==> src/rtl/addr_dec_pkg.sv <==
package addr_dec_pkg;

    localparam int unsigned MAX_AW = 64;

    typedef struct packed {
        logic read;
        logic write;
    } bus_strobe_t;

    // two aligned power-of-two regions collide when their bases agree
    // above the larger of the two sizes
    function automatic bit regions_collide(
        input logic [MAX_AW-1:0] base_a,
        input int unsigned       log_a,
        input logic [MAX_AW-1:0] base_b,
        input int unsigned       log_b
    );
        int unsigned span;
        span = (log_a > log_b) ? log_a : log_b;
        return (base_a >> span) == (base_b >> span);
    endfunction

    function automatic bit base_misaligned(
        input logic [MAX_AW-1:0] base,
        input int unsigned       log_sz
    );
        logic [MAX_AW-1:0] low_mask;
        low_mask = (log_sz >= MAX_AW) ? '1 : ((64'd1 << log_sz) - 64'd1);
        return (base & low_mask) != '0;
    endfunction

endpackage

==> src/rtl/region_match.sv <==
module region_match #(
    parameter int unsigned           ADDR_W = 16,
    parameter logic [ADDR_W-1:0]     BASE   = '0,
    parameter int unsigned           LOG2   = 0
) (
    input  logic [ADDR_W-1:0] addr_i,
    output logic              hit_o
);
    generate
        if (LOG2 >= ADDR_W) begin : g_whole
            logic unused_addr;
            assign unused_addr = ^addr_i;
            assign hit_o = 1'b1;
        end else begin : g_cmp
            localparam int unsigned TOP_W = ADDR_W - LOG2;
            logic [TOP_W-1:0] tag;
            assign tag   = addr_i[ADDR_W-1:LOG2];
            assign hit_o = (tag == BASE[ADDR_W-1:LOG2]);
        end
    endgenerate
endmodule

==> src/rtl/sel_gate.sv <==
module sel_gate
    import addr_dec_pkg::*;
#(
    parameter int unsigned NUM_SLAVES = 4
) (
    input  logic [NUM_SLAVES-1:0] hits_i,
    input  logic                  addr_valid_n_i,
    input  logic                  rd_wr_i,
    output logic [NUM_SLAVES-1:0] sel_o,
    output logic                  no_slave_o,
    output bus_strobe_t           strobe_o
);
    logic any_hit;

    always_comb begin
        any_hit    = |hits_i;
        sel_o      = addr_valid_n_i ? '0 : hits_i;
        no_slave_o = ~addr_valid_n_i & ~any_hit;
        strobe_o.read  = ~addr_valid_n_i & any_hit & rd_wr_i;
        strobe_o.write = ~addr_valid_n_i & any_hit & ~rd_wr_i;
    end

    always_comb begin

        onehot_sel_chk: assert ($onehot0(hits_i));

        idle_quiet_chk: assert (!addr_valid_n_i ||
            (sel_o == '0 && !no_slave_o && !strobe_o.read && !strobe_o.write));

        miss_no_sel_chk: assert (!no_slave_o || sel_o == '0);

        strobe_excl_chk: assert (!(strobe_o.read && strobe_o.write));

        strobe_needs_sel_chk: assert (!(strobe_o.read || strobe_o.write) || sel_o != '0);
    end
endmodule

==> src/rtl/addr_region_decoder.sv <==
module addr_region_decoder
    import addr_dec_pkg::*;
#(
    parameter int unsigned ADDR_W     = 16,
    parameter int unsigned NUM_SLAVES = 4,
    parameter logic [NUM_SLAVES-1:0][ADDR_W-1:0] REGION_BASE =
        {16'hF002, 16'hF000, 16'h8000, 16'h0000},
    parameter logic [NUM_SLAVES-1:0][7:0] REGION_LOG2 =
        {8'd0, 8'd1, 8'd12, 8'd15}
) (
    input  logic [ADDR_W-1:0]     addr_i,
    input  logic                  addr_valid_n_i,
    input  logic                  rd_wr_i,
    output logic [NUM_SLAVES-1:0] slave_sel_o,
    output logic                  no_slave_o,
    output logic                  read_o,
    output logic                  write_o
);
    logic [NUM_SLAVES-1:0] hits;
    bus_strobe_t           strobe;

    generate
        for (genvar i = 0; i < NUM_SLAVES; i++) begin : g_region
            if (base_misaligned(MAX_AW'(REGION_BASE[i]), int'(REGION_LOG2[i]))) begin : g_misaligned
                $error("region %0d base not aligned to its size", i);
            end
            for (genvar j = i + 1; j < NUM_SLAVES; j++) begin : g_pair
                if (regions_collide(MAX_AW'(REGION_BASE[i]), int'(REGION_LOG2[i]),
                                    MAX_AW'(REGION_BASE[j]), int'(REGION_LOG2[j]))) begin : g_overlap
                    $error("regions %0d and %0d overlap", i, j);
                end
            end
            region_match #(
                .ADDR_W (ADDR_W),
                .BASE   (REGION_BASE[i]),
                .LOG2   (int'(REGION_LOG2[i]))
            ) i_match (
                .addr_i (addr_i),
                .hit_o  (hits[i])
            );
        end
    endgenerate

    sel_gate #(
        .NUM_SLAVES (NUM_SLAVES)
    ) i_gate (
        .hits_i         (hits),
        .addr_valid_n_i (addr_valid_n_i),
        .rd_wr_i        (rd_wr_i),
        .sel_o          (slave_sel_o),
        .no_slave_o     (no_slave_o),
        .strobe_o       (strobe)
    );

    assign read_o  = strobe.read;
    assign write_o = strobe.write;

    always_comb begin

        port_onehot_chk: assert ($onehot0(slave_sel_o));

        flag_vs_sel_chk: assert (addr_valid_n_i || (no_slave_o != (slave_sel_o != '0)));
    end
endmodule

==> config.mk <==
export PLATFORM = sky130hd
export DESIGN_NAME = addr_region_decoder
export DESIGN_NICKNAME = d
export VERILOG_FILES = /design/src/rtl/addr_dec_pkg.sv /design/src/rtl/region_match.sv /design/src/rtl/sel_gate.sv /design/src/rtl/addr_region_decoder.sv
export SDC_FILE = /design/constraint.sdc
export NUM_CORES = 1
export LEC_CHECK = 0
export ABC_AREA = 1
export BUFFER_PORTS_ARGS = -buffer_cell sky130_fd_sc_hd__buf_2
export CAP_MARGIN = 5
export CORE_AREA = 2 2 39 41
export DETAILED_ROUTE_END_ITERATION = 16
export DIE_AREA = 0 0 41 43
export GPL_TIMING_DRIVEN = 0
export PLACE_DENSITY = 0.56
export SYNTH_ARGS = -nofsm -noshare
export SYNTH_HDL_FRONTEND = slang
export SYNTH_HIERARCHICAL = 1
export SYNTH_SLANG_ARGS = --single-unit
==> constraint.sdc <==
create_clock -name vclk -period 1.12
set_clock_uncertainty 0.15 [all_clocks]
set_input_delay 0.224 -clock vclk [all_inputs]
set_output_delay 0.224 -clock vclk [all_outputs]
set_load 0.01 [all_outputs]
==> impl_metrics.csv, run 1 <==
group,metric,value,unit
final_layout,final_nets,119,
route,drcViolationCount,0,
die,ios,25,
setup_path,crit_required,750,ps
place,hpwlAfterDp,608,µm
synth,synth-warning-count,6,
final_layout,clock_buffers,0,
route,drt-total-wl,695,µm
synth,syn_inst,74,
job,drv_cap,0,
timing,whs,552,ps
setup_path,crit_type,"in -> out",
clock_tree,post_cts_buffers,0,
timing,fin_crit,1480,ps
global_route,grt-ovfl-total,0,
final_layout,syn2layout_area_growth,96.4,%
final_layout,diodes,0,
synth,netlist_area,278,µm²
timing,slew_violations,0,
route,ant_nets,0,
final_layout,instances_no_fill,115,
power,peakVddDrop,0.0854,mV
synth,ys_seq_area_frac,0,
outcome,status,"finished, violations left",
global_route,grt_max_degree,7,
global_route,grt_pass1_vias,323,
place,io_buffers,25,
synth,synthTopCellsByArea,"inv_1 42%, nand2_1 31%, nor2_1 27%",
timing,hold_viol_final,0,
global_route,grtUsageTotal,0.0789,
route,met3_length,39,µm
timing,rsz0062_at_grt,"yes",
outcome,failed_checks,"negative setup slack",
synth,yosysTopAreaCell,"inv_1",
synth,synth_most_common_cell,"inv_1",
route,wl_met2,364,µm
die,fp-row-count,14,
final_layout,drive_gt1_frac,0.475,
timing,fin_crit_sh,1.32,
synth,synth.distinct_cells,3,
die,initial_core_util,0.201,
power,leakage,0.353,nW
route,wl_met1,290,µm
route,avgViaCountPerCell,3.65,
synth,synth_top_area_share,0.419,
route,num_vias,420,
route,dr.max_layer_used,"met3",
timing,worstMarginPinSlew,104,ps
place,dp.cells,115,
die,die_h,43,µm
place,gp_congestion,0.740,
setup_path,cp.arrival,1100,ps
worst_hold_path,hold_class,"in -> out",
route,routedWlPerCell,6.04,µm
setup_path,crit_end,"write_o",
final_layout,regArea,0,µm²
synth,synthTopCellsByCount,"31 x inv_1, 23 x nand2_1, 20 x nor2_1",
timing,fmax,678,MHz
route,first_iter_violations,2,
die,die_w,41,µm
setup_path,end_kind,"primary output",
timing,slew_headroom,0.930,
global_route,antenna_found_initial,0,
worst_hold_path,min_delay_path_depth,3,
setup_path,cp_max_fo,2,
route,dr.pass1.iters,2,
power,power,0.000145,W
die,fp.coreArea,1380,µm²
global_route,grt_pass1_wl,1.08,mm
final_layout,seq_cell_count,0,
die,die_area,1760,µm²
timing,setup_viol,6,
synth,avgSynthCellArea,3.75,µm²
timing,setup_slack,-355,ps
setup_path,critical_path.startpoint,"addr_i[11]",
setup_path,cp-start-kind,"primary input",
power,pwr_density_cell,265,nW/µm²
synth,syn-num-nets,92,
place,place_ws,-390,ps
## where the power goes
group          switching (W)  internal, W
clock                      0            0
combinational      0.0000631    0.0000817
sequential                 0            0
total              0.0000631    0.0000817
## per-stage QoR
step	TNS, ps	area, µm²	utilization
after floorplan	-232	283	-
after global placement	-1590	428	0.309
after detailed placement	-1560	428	0.309
after CTS	-1410	508	0.367
after global routing	-1860	546	0.394
final	-1310	546	0.394
## what timing repair did
| action | in CTS | in global routing |
|---|---|---|
| pin swaps | 3 | 9 |
| gates resized for setup | 21 | 15 |
| endpoints found under the setup margin | 6 | 6 |
| hold buffers | 0 | 0 |
| hold endpoints to repair | 0 | 0 |
## worst min path at each step
stage	end	start	slack, ps
2_1_floorplan	write_o	rd_wr_i	330
4_1_cts	write_o	rd_wr_i	560
6_report	write_o	rd_wr_i	550
3_3_place_gp	write_o	rd_wr_i	550
3_5_place_dp	write_o	rd_wr_i	560
5_1_grt	write_o	rd_wr_i	560
## worst max-delay path, cell delays in order
cell	delay, ps
buf_6	100
inv_2	30
nand2_1	40
nor2_1	100
nand2_1	70
nor2_2	120
nor2_1	60
nand2_1	80
nand2_2	70
nor2_2	90
buf_2	120
## placed cells by master, fill, tap and decap left out
cell | netlist | layout
buf_6 | 0 | 14
inv_1 | 31 | 20
nand2_1 | 23 | 18
buf_2 | 0 | 10
nand2_2 | 0 | 5
nor2_1 | 20 | 14
inv_2 | 0 | 11
nor2_2 | 0 | 5
buf_4 | 0 | 1
nor2_4 | 0 | 1
## area by class of cell
type | count | area (µm²)
Tap cell | 16 | 20.0
Multi-Input combinational cell | 43 | 194
Inverter | 31 | 116
Timing Repair Buffer | 25 | 215
Fill cell | 160 | 838
## logic make-up (layout without fill, tap and decap cells)
logic type	count (synthesis)	in the layout	share of synthesized area
buf+inv	31	56	0.419
simple gates	43	43	0.581
## layer usage
metal	up-vias	global-route usage
li1	241	-
met1	169	0.101
met2	10	0.147
met3	0	0
met4	0	0
met5	-	0
Power figures use the tool's default switching activity.
==> run 2: changes to the inputs <==
--- a/config.mk
+++ b/config.mk
@@ -8,11 +8,13 @@
 export ABC_AREA = 1
 export BUFFER_PORTS_ARGS = -buffer_cell sky130_fd_sc_hd__buf_2
 export CAP_MARGIN = 5
-export CORE_AREA = 2 2 39 41
+export CELL_PAD_IN_SITES_DETAIL_PLACEMENT = 1
+export CELL_PAD_IN_SITES_GLOBAL_PLACEMENT = 1
+export CORE_MARGIN = 2
+export CORE_UTILIZATION = 21
 export DETAILED_ROUTE_END_ITERATION = 16
-export DIE_AREA = 0 0 41 43
 export GPL_TIMING_DRIVEN = 0
-export PLACE_DENSITY = 0.56
+export PLACE_DENSITY = 0.91
 export SYNTH_ARGS = -nofsm -noshare
 export SYNTH_HDL_FRONTEND = slang
 export SYNTH_HIERARCHICAL = 1
==> run 2 against run 1 <==
Effect of this change: the run still ends with negative setup slack left; core utilization increased by 3.1 points; count of clock-buffer cells in the layout unchanged; die area decreased by 7.6%; maximum frequency decreased by 2.2%; via count increased by 7.4%; global-route usage increased by 2.9 points; setup slack got worse by 32 ps; final area decreased by 1.1%; critical path depth unchanged; critical path type unchanged; largest cell class unchanged.
==> impl_metrics.csv, run 2 (synthesized netlist as in run 1, its figures left out) <==
group,metric,value,unit
final_layout,regArea,0,µm²
setup_path,cp_cell_sequence,"buf_6 > inv_2 > nand2_1 > nor2_1 > nand2_1 > nor2_2 > nor2_1 > nand2_1 > nand2_2 > nor2_2 > buf_2",
setup_path,cp.arrival,1130,ps
timing,setup_viol,6,
final_layout,clock_buffers,0,
route,routedWlPerCell,7.82,µm
clock_tree,holdBufCountCts,0,
global_route,grt-ovfl-total,0,
place,place_area,427,µm²
power,power,0.000144,W
timing,slew_violations,0,
setup_path,cp_slowest_stage_delay,130,ps
power,pwr_density_cell,268,nW/µm²
timing,worstMarginPinSlew,98.9,ps
timing,hold_viol_final,0,
final_layout,syn2layout_area_growth,94.1,%
global_route,grt_pass1_vias,345,
route,num_vias,451,
place,hpwlAfterDp,725,µm
setup_path,critical_path.startpoint,"addr_i[7]",
timing,fmax,663,MHz
final_layout,seq_cell_count,0,
final_layout,final_cell_mix,"19 x nand2_1, 16 x inv_1, 15 x nor2_1, 14 x inv_2, 13 x buf_2",
global_route,grt_max_degree,7,
route,avgViaCountPerCell,3.89,
setup_path,crit_end,"write_o",
power,peakVddDrop,0.0743,mV
die,die_w,40.4,µm
final_layout,multi_input_area,184,µm²
setup_path,worst_path_most_repeated_cell,"nand2_1",
setup_path,crit_type,"in -> out",
place,io_buffers,25,
final_layout,final_nets,121,
setup_path,end_kind,"primary output",
setup_path,cp-start-kind,"primary input",
setup_path,cp_max_fo,2,
global_route,antenna_found_initial,0,
die,die_area,1630,µm²
power,leakage,0.356,nW
route,first_iter_violations,1,
route,dr.pass1.iters,4,
final_layout,stdcell_area,539,µm²
timing,slew_headroom,0.934,
timing,setup_slack,-388,ps
route,ant_nets,0,
timing,fin_crit,1510,ps
setup_path,crit_slowest_cell,"nor2_2",
outcome,failed_checks,"negative setup slack",
timing,fin_crit_sh,1.35,
final_layout,layout_commonest_cell,"nand2_1",
final_layout,diodes,0,
route,drcViolationCount,0,
route,drt-total-wl,907,µm
timing,rsz0062_at_grt,"yes",
final_layout,drive_gt1_frac,0.505,
outcome,status,"finished, violations left",
worst_hold_path,hold_class,"in -> out",
setup_path,crit_required,750,ps
die,ios,25,
global_route,grt_pass1_wl,1.27,mm
global_route,grtUsageTotal,0.108,
die,die_h,40.4,µm
job,drv_cap,0,
final_layout,num-fill-cells,201,
die,fp-row-count,13,
die,initial_core_util,0.219,
die,fp.coreArea,1270,µm²
place,gp_congestion,0.717,
[run 2: area by class of cell]
cell class / instances / share of cell area
multi-input combinational: 43 / 0.341
inverter: 31 / 0.225
timing repair buffer: 27 / 0.399
tap: 15 / 0.0348
[run 2: worst max-delay path, delay by kind of cell]
family / cells / cell delay [ps]
buf+inv: 3 / 250
simple gates: 8 / 640
[run 2: report_power, final]
part           leakage [nW]  internal, W  switching (W)
Sequential                0            0              0
Clock                     0            0              0
Combinational         0.356    0.0000778      0.0000666
[run 2: worst min path at each step]
stage | slack (ps) | from | endpoint | depth (start not counted)
floorplan | 330 | rd_wr_i | write_o | 1
global placement | 550 | rd_wr_i | write_o | 3
detailed placement | 560 | rd_wr_i | write_o | 3
CTS | 550 | rd_wr_i | write_o | 3
global route | 560 | rd_wr_i | write_o | 3
finish | 550 | rd_wr_i | write_o | 3
[run 2: per-layer routing]
metal | part of all wire | vias up | track usage
met2 | 0.59 | 10 | 0.214
met3 | 0.049 | 0 | 0
met1 | 0.36 | 196 | 0.135
met4 | 0 | 0 | 0
met5 | 0 | - | 0
li1 | - | 245 | -
[run 2: what timing repair did]
action,in CTS,in global routing
resized for setup,22,15
pin swaps,13,16
buffers inserted,1,1
setup endpoints to repair,6,6
hold endpoints to repair,0,0
[run 2: metrics by stage]
stage	setup TNS, ps	setup slack (ps)	instances	hold WS [ps]	util
2_1_floorplan	-232	-116	74	329	-
6_report	-1620	-388	116	547	0.425
4_1_cts	-1620	-400	115	552	0.396
5_1_grt	-2180	-488	116	559	0.425
3_5_place_dp	-1660	-414	114	558	0.336
3_3_place_gp	-1530	-390	114	547	0.336
==> run 3: changes to the inputs <==
--- a/config.mk
+++ b/config.mk
@@ -11,10 +11,11 @@
 export CELL_PAD_IN_SITES_DETAIL_PLACEMENT = 1
 export CELL_PAD_IN_SITES_GLOBAL_PLACEMENT = 1
 export CORE_MARGIN = 2
-export CORE_UTILIZATION = 21
+export CORE_UTILIZATION = 19
 export DETAILED_ROUTE_END_ITERATION = 16
 export GPL_TIMING_DRIVEN = 0
-export PLACE_DENSITY = 0.91
+export PLACE_DENSITY = 0.87
+export SETUP_SLACK_MARGIN = 0.1
 export SYNTH_ARGS = -nofsm -noshare
 export SYNTH_HDL_FRONTEND = slang
 export SYNTH_HIERARCHICAL = 1
==> constraint.sdc (replaced) <==
create_clock -name vclk -period 1.3
set_clock_uncertainty 0.15 [all_clocks]
set_input_delay 0.26 -clock vclk [all_inputs]
set_output_delay 0.26 -clock vclk [all_outputs]
set_load 0.01 [all_outputs]
==> run 3 against run 2 <==
Effect of this change: the run still ends with negative setup slack left; flip-flop and latch count did not move; global-route usage fell by 0.65 points; combinational power is 10% lower; largest power group unchanged.
==> impl_metrics.csv, run 3 (synthesized netlist as in run 1, its figures left out) <==
group,metric,value,unit
place,io_buffers,25,
final_layout,drive_gt1_frac,0.525,
global_route,grt_pass1_wl,1.53,mm
final_layout,final_nets,119,
timing,fin_crit,1550,ps
timing,setup_tns,-793,ps
final_layout,diodes,0,
final_layout,layout_commonest_cell,"nand2_1",
worst_hold_path,hold_class,"in -> out",
power,pwr_density_cell,238,nW/µm²
final_layout,syn2layout_area_growth,94.6,%
route,dr.pass1.iters,1,
die,fp-row-count,13,
place,dp.cells,114,
timing,worstMarginPinSlew,117,ps
timing,hold_viol_final,0,
setup_path,crit_type,"in -> out",
global_route,grtUsageTotal,0.102,
timing,rsz0062_at_grt,"yes",
route,ant_nets,0,
job,drv_cap,0,
timing,fmax,647,MHz
die,die_area,1780,µm²
final_layout,instances_no_fill,114,
route,drcViolationCount,0,
power,leakage,0.346,nW
route,drt-total-wl,879,µm
outcome,failed_checks,"negative setup slack",
route,avgViaCountPerCell,3.89,
place,place_area,427,µm²
outcome,status,"finished, violations left",
global_route,grt_max_degree,7,
global_route,grt-ovfl-total,0,
timing,slew_headroom,0.922,
clock_tree,holdBufCountCts,0,
setup_path,end_kind,"primary output",
place,gp_congestion,0.683,
clock_tree,post_cts_buffers,0,
setup_path,cp.arrival,1140,ps
global_route,grt_pass1_vias,397,
die,die_w,42.2,µm
die,ios,25,
final_layout,clock_buffers,0,
setup_path,cp-start-kind,"primary input",
final_layout,stdcell_area,541,µm²
timing,slew_violations,0,
place,hpwlAfterDp,818,µm
final_layout,post-route-util,0.405,
route,routedWlPerCell,7.71,µm
final_layout,final_cell_mix,"20 x nand2_1, 18 x inv_2, 15 x buf_6, 14 x nor2_1, 13 x inv_1",
timing,setup_slack,-246,ps
final_layout,num-fill-cells,207,
route,first_iter_violations,0,
die,initial_core_util,0.208,
route,num_vias,443,
final_layout,regArea,0,µm²
worst_hold_path,min_delay_path_depth,3,
global_route,antenna_found_initial,0,
setup_path,crit_required,890,ps
die,die_h,42.2,µm
timing,fin_crit_sh,1.19,
die,fp.coreArea,1330,µm²
setup_path,cp_max_fo,2,
timing,setup_viol,5,
power,peakVddDrop,0.0760,mV
final_layout,seq_cell_count,0,
run 3: cell types whose count changed in the layout (fill, tap and decap cells not counted), sizes merged:
cell	delta
buf	-2
inv	+1
clkinv	-1
run 3: per-layer routing:
metal	routed length (µm)	share of wire	track usage	vias to the layer above
li1	-	-	-	242
met1	347	0.39	0.124	191
met2	488	0.56	0.206	10
met3	42	0.048	0	0
met4	0	0	0	0
met5	0	0	0	-
run 3: layout make-up:
| cell class | count | area [µm²] | area share |
|---|---|---|---|
| Tap cell | 15 | 18.8 | 0.0347 |
| Multi-Input combinational cell | 43 | 184 | 0.340 |
| Timing Repair Buffer | 25 | 221 | 0.410 |
| Inverter | 31 | 116 | 0.215 |
run 3: path summary, 6_finish.rpt:
path | end | slack, ps | start
worst max-delay path | read_o | -250 | addr_i[2]
worst min-delay path | write_o | 630 | rd_wr_i
run 3: where the power goes:
group,switching (W),internal [W],leakage (nW)
Clock,0,0,0
Combinational,0.0000566,0.0000720,0.346
Sequential,0,0,0
run 3: what timing repair did:
item,in CTS,in global routing
gates cloned,0,0
pin swaps,11,10
endpoints found under the setup margin,6,6
resized for setup,28,13
run 3: metrics by stage:
| stage | power, W | setup WS [ps] | hold slack, ps |
|---|---|---|---|
| final | 0.000129 | -246 | 627 |
| after global routing | 0.000146 | -360 | 641 |
| after CTS | 0.000119 | -286 | 623 |
| after detailed placement | 0.0000904 | -324 | 629 |
| after global placement | 0.0000858 | -278 | 620 |
| after floorplan | 0.0000416 | -8.18 | 401 |
run 3: worst max-delay path, cell delays in order:
cell	delay, ps
buf_6	100
inv_2	40
nand2_2	40
nor2_1	90
nand2_1	70
nor2_2	120
nor2_1	60
nand2_1	100
nand2_2	80
nor2_2	70
buf_2	130
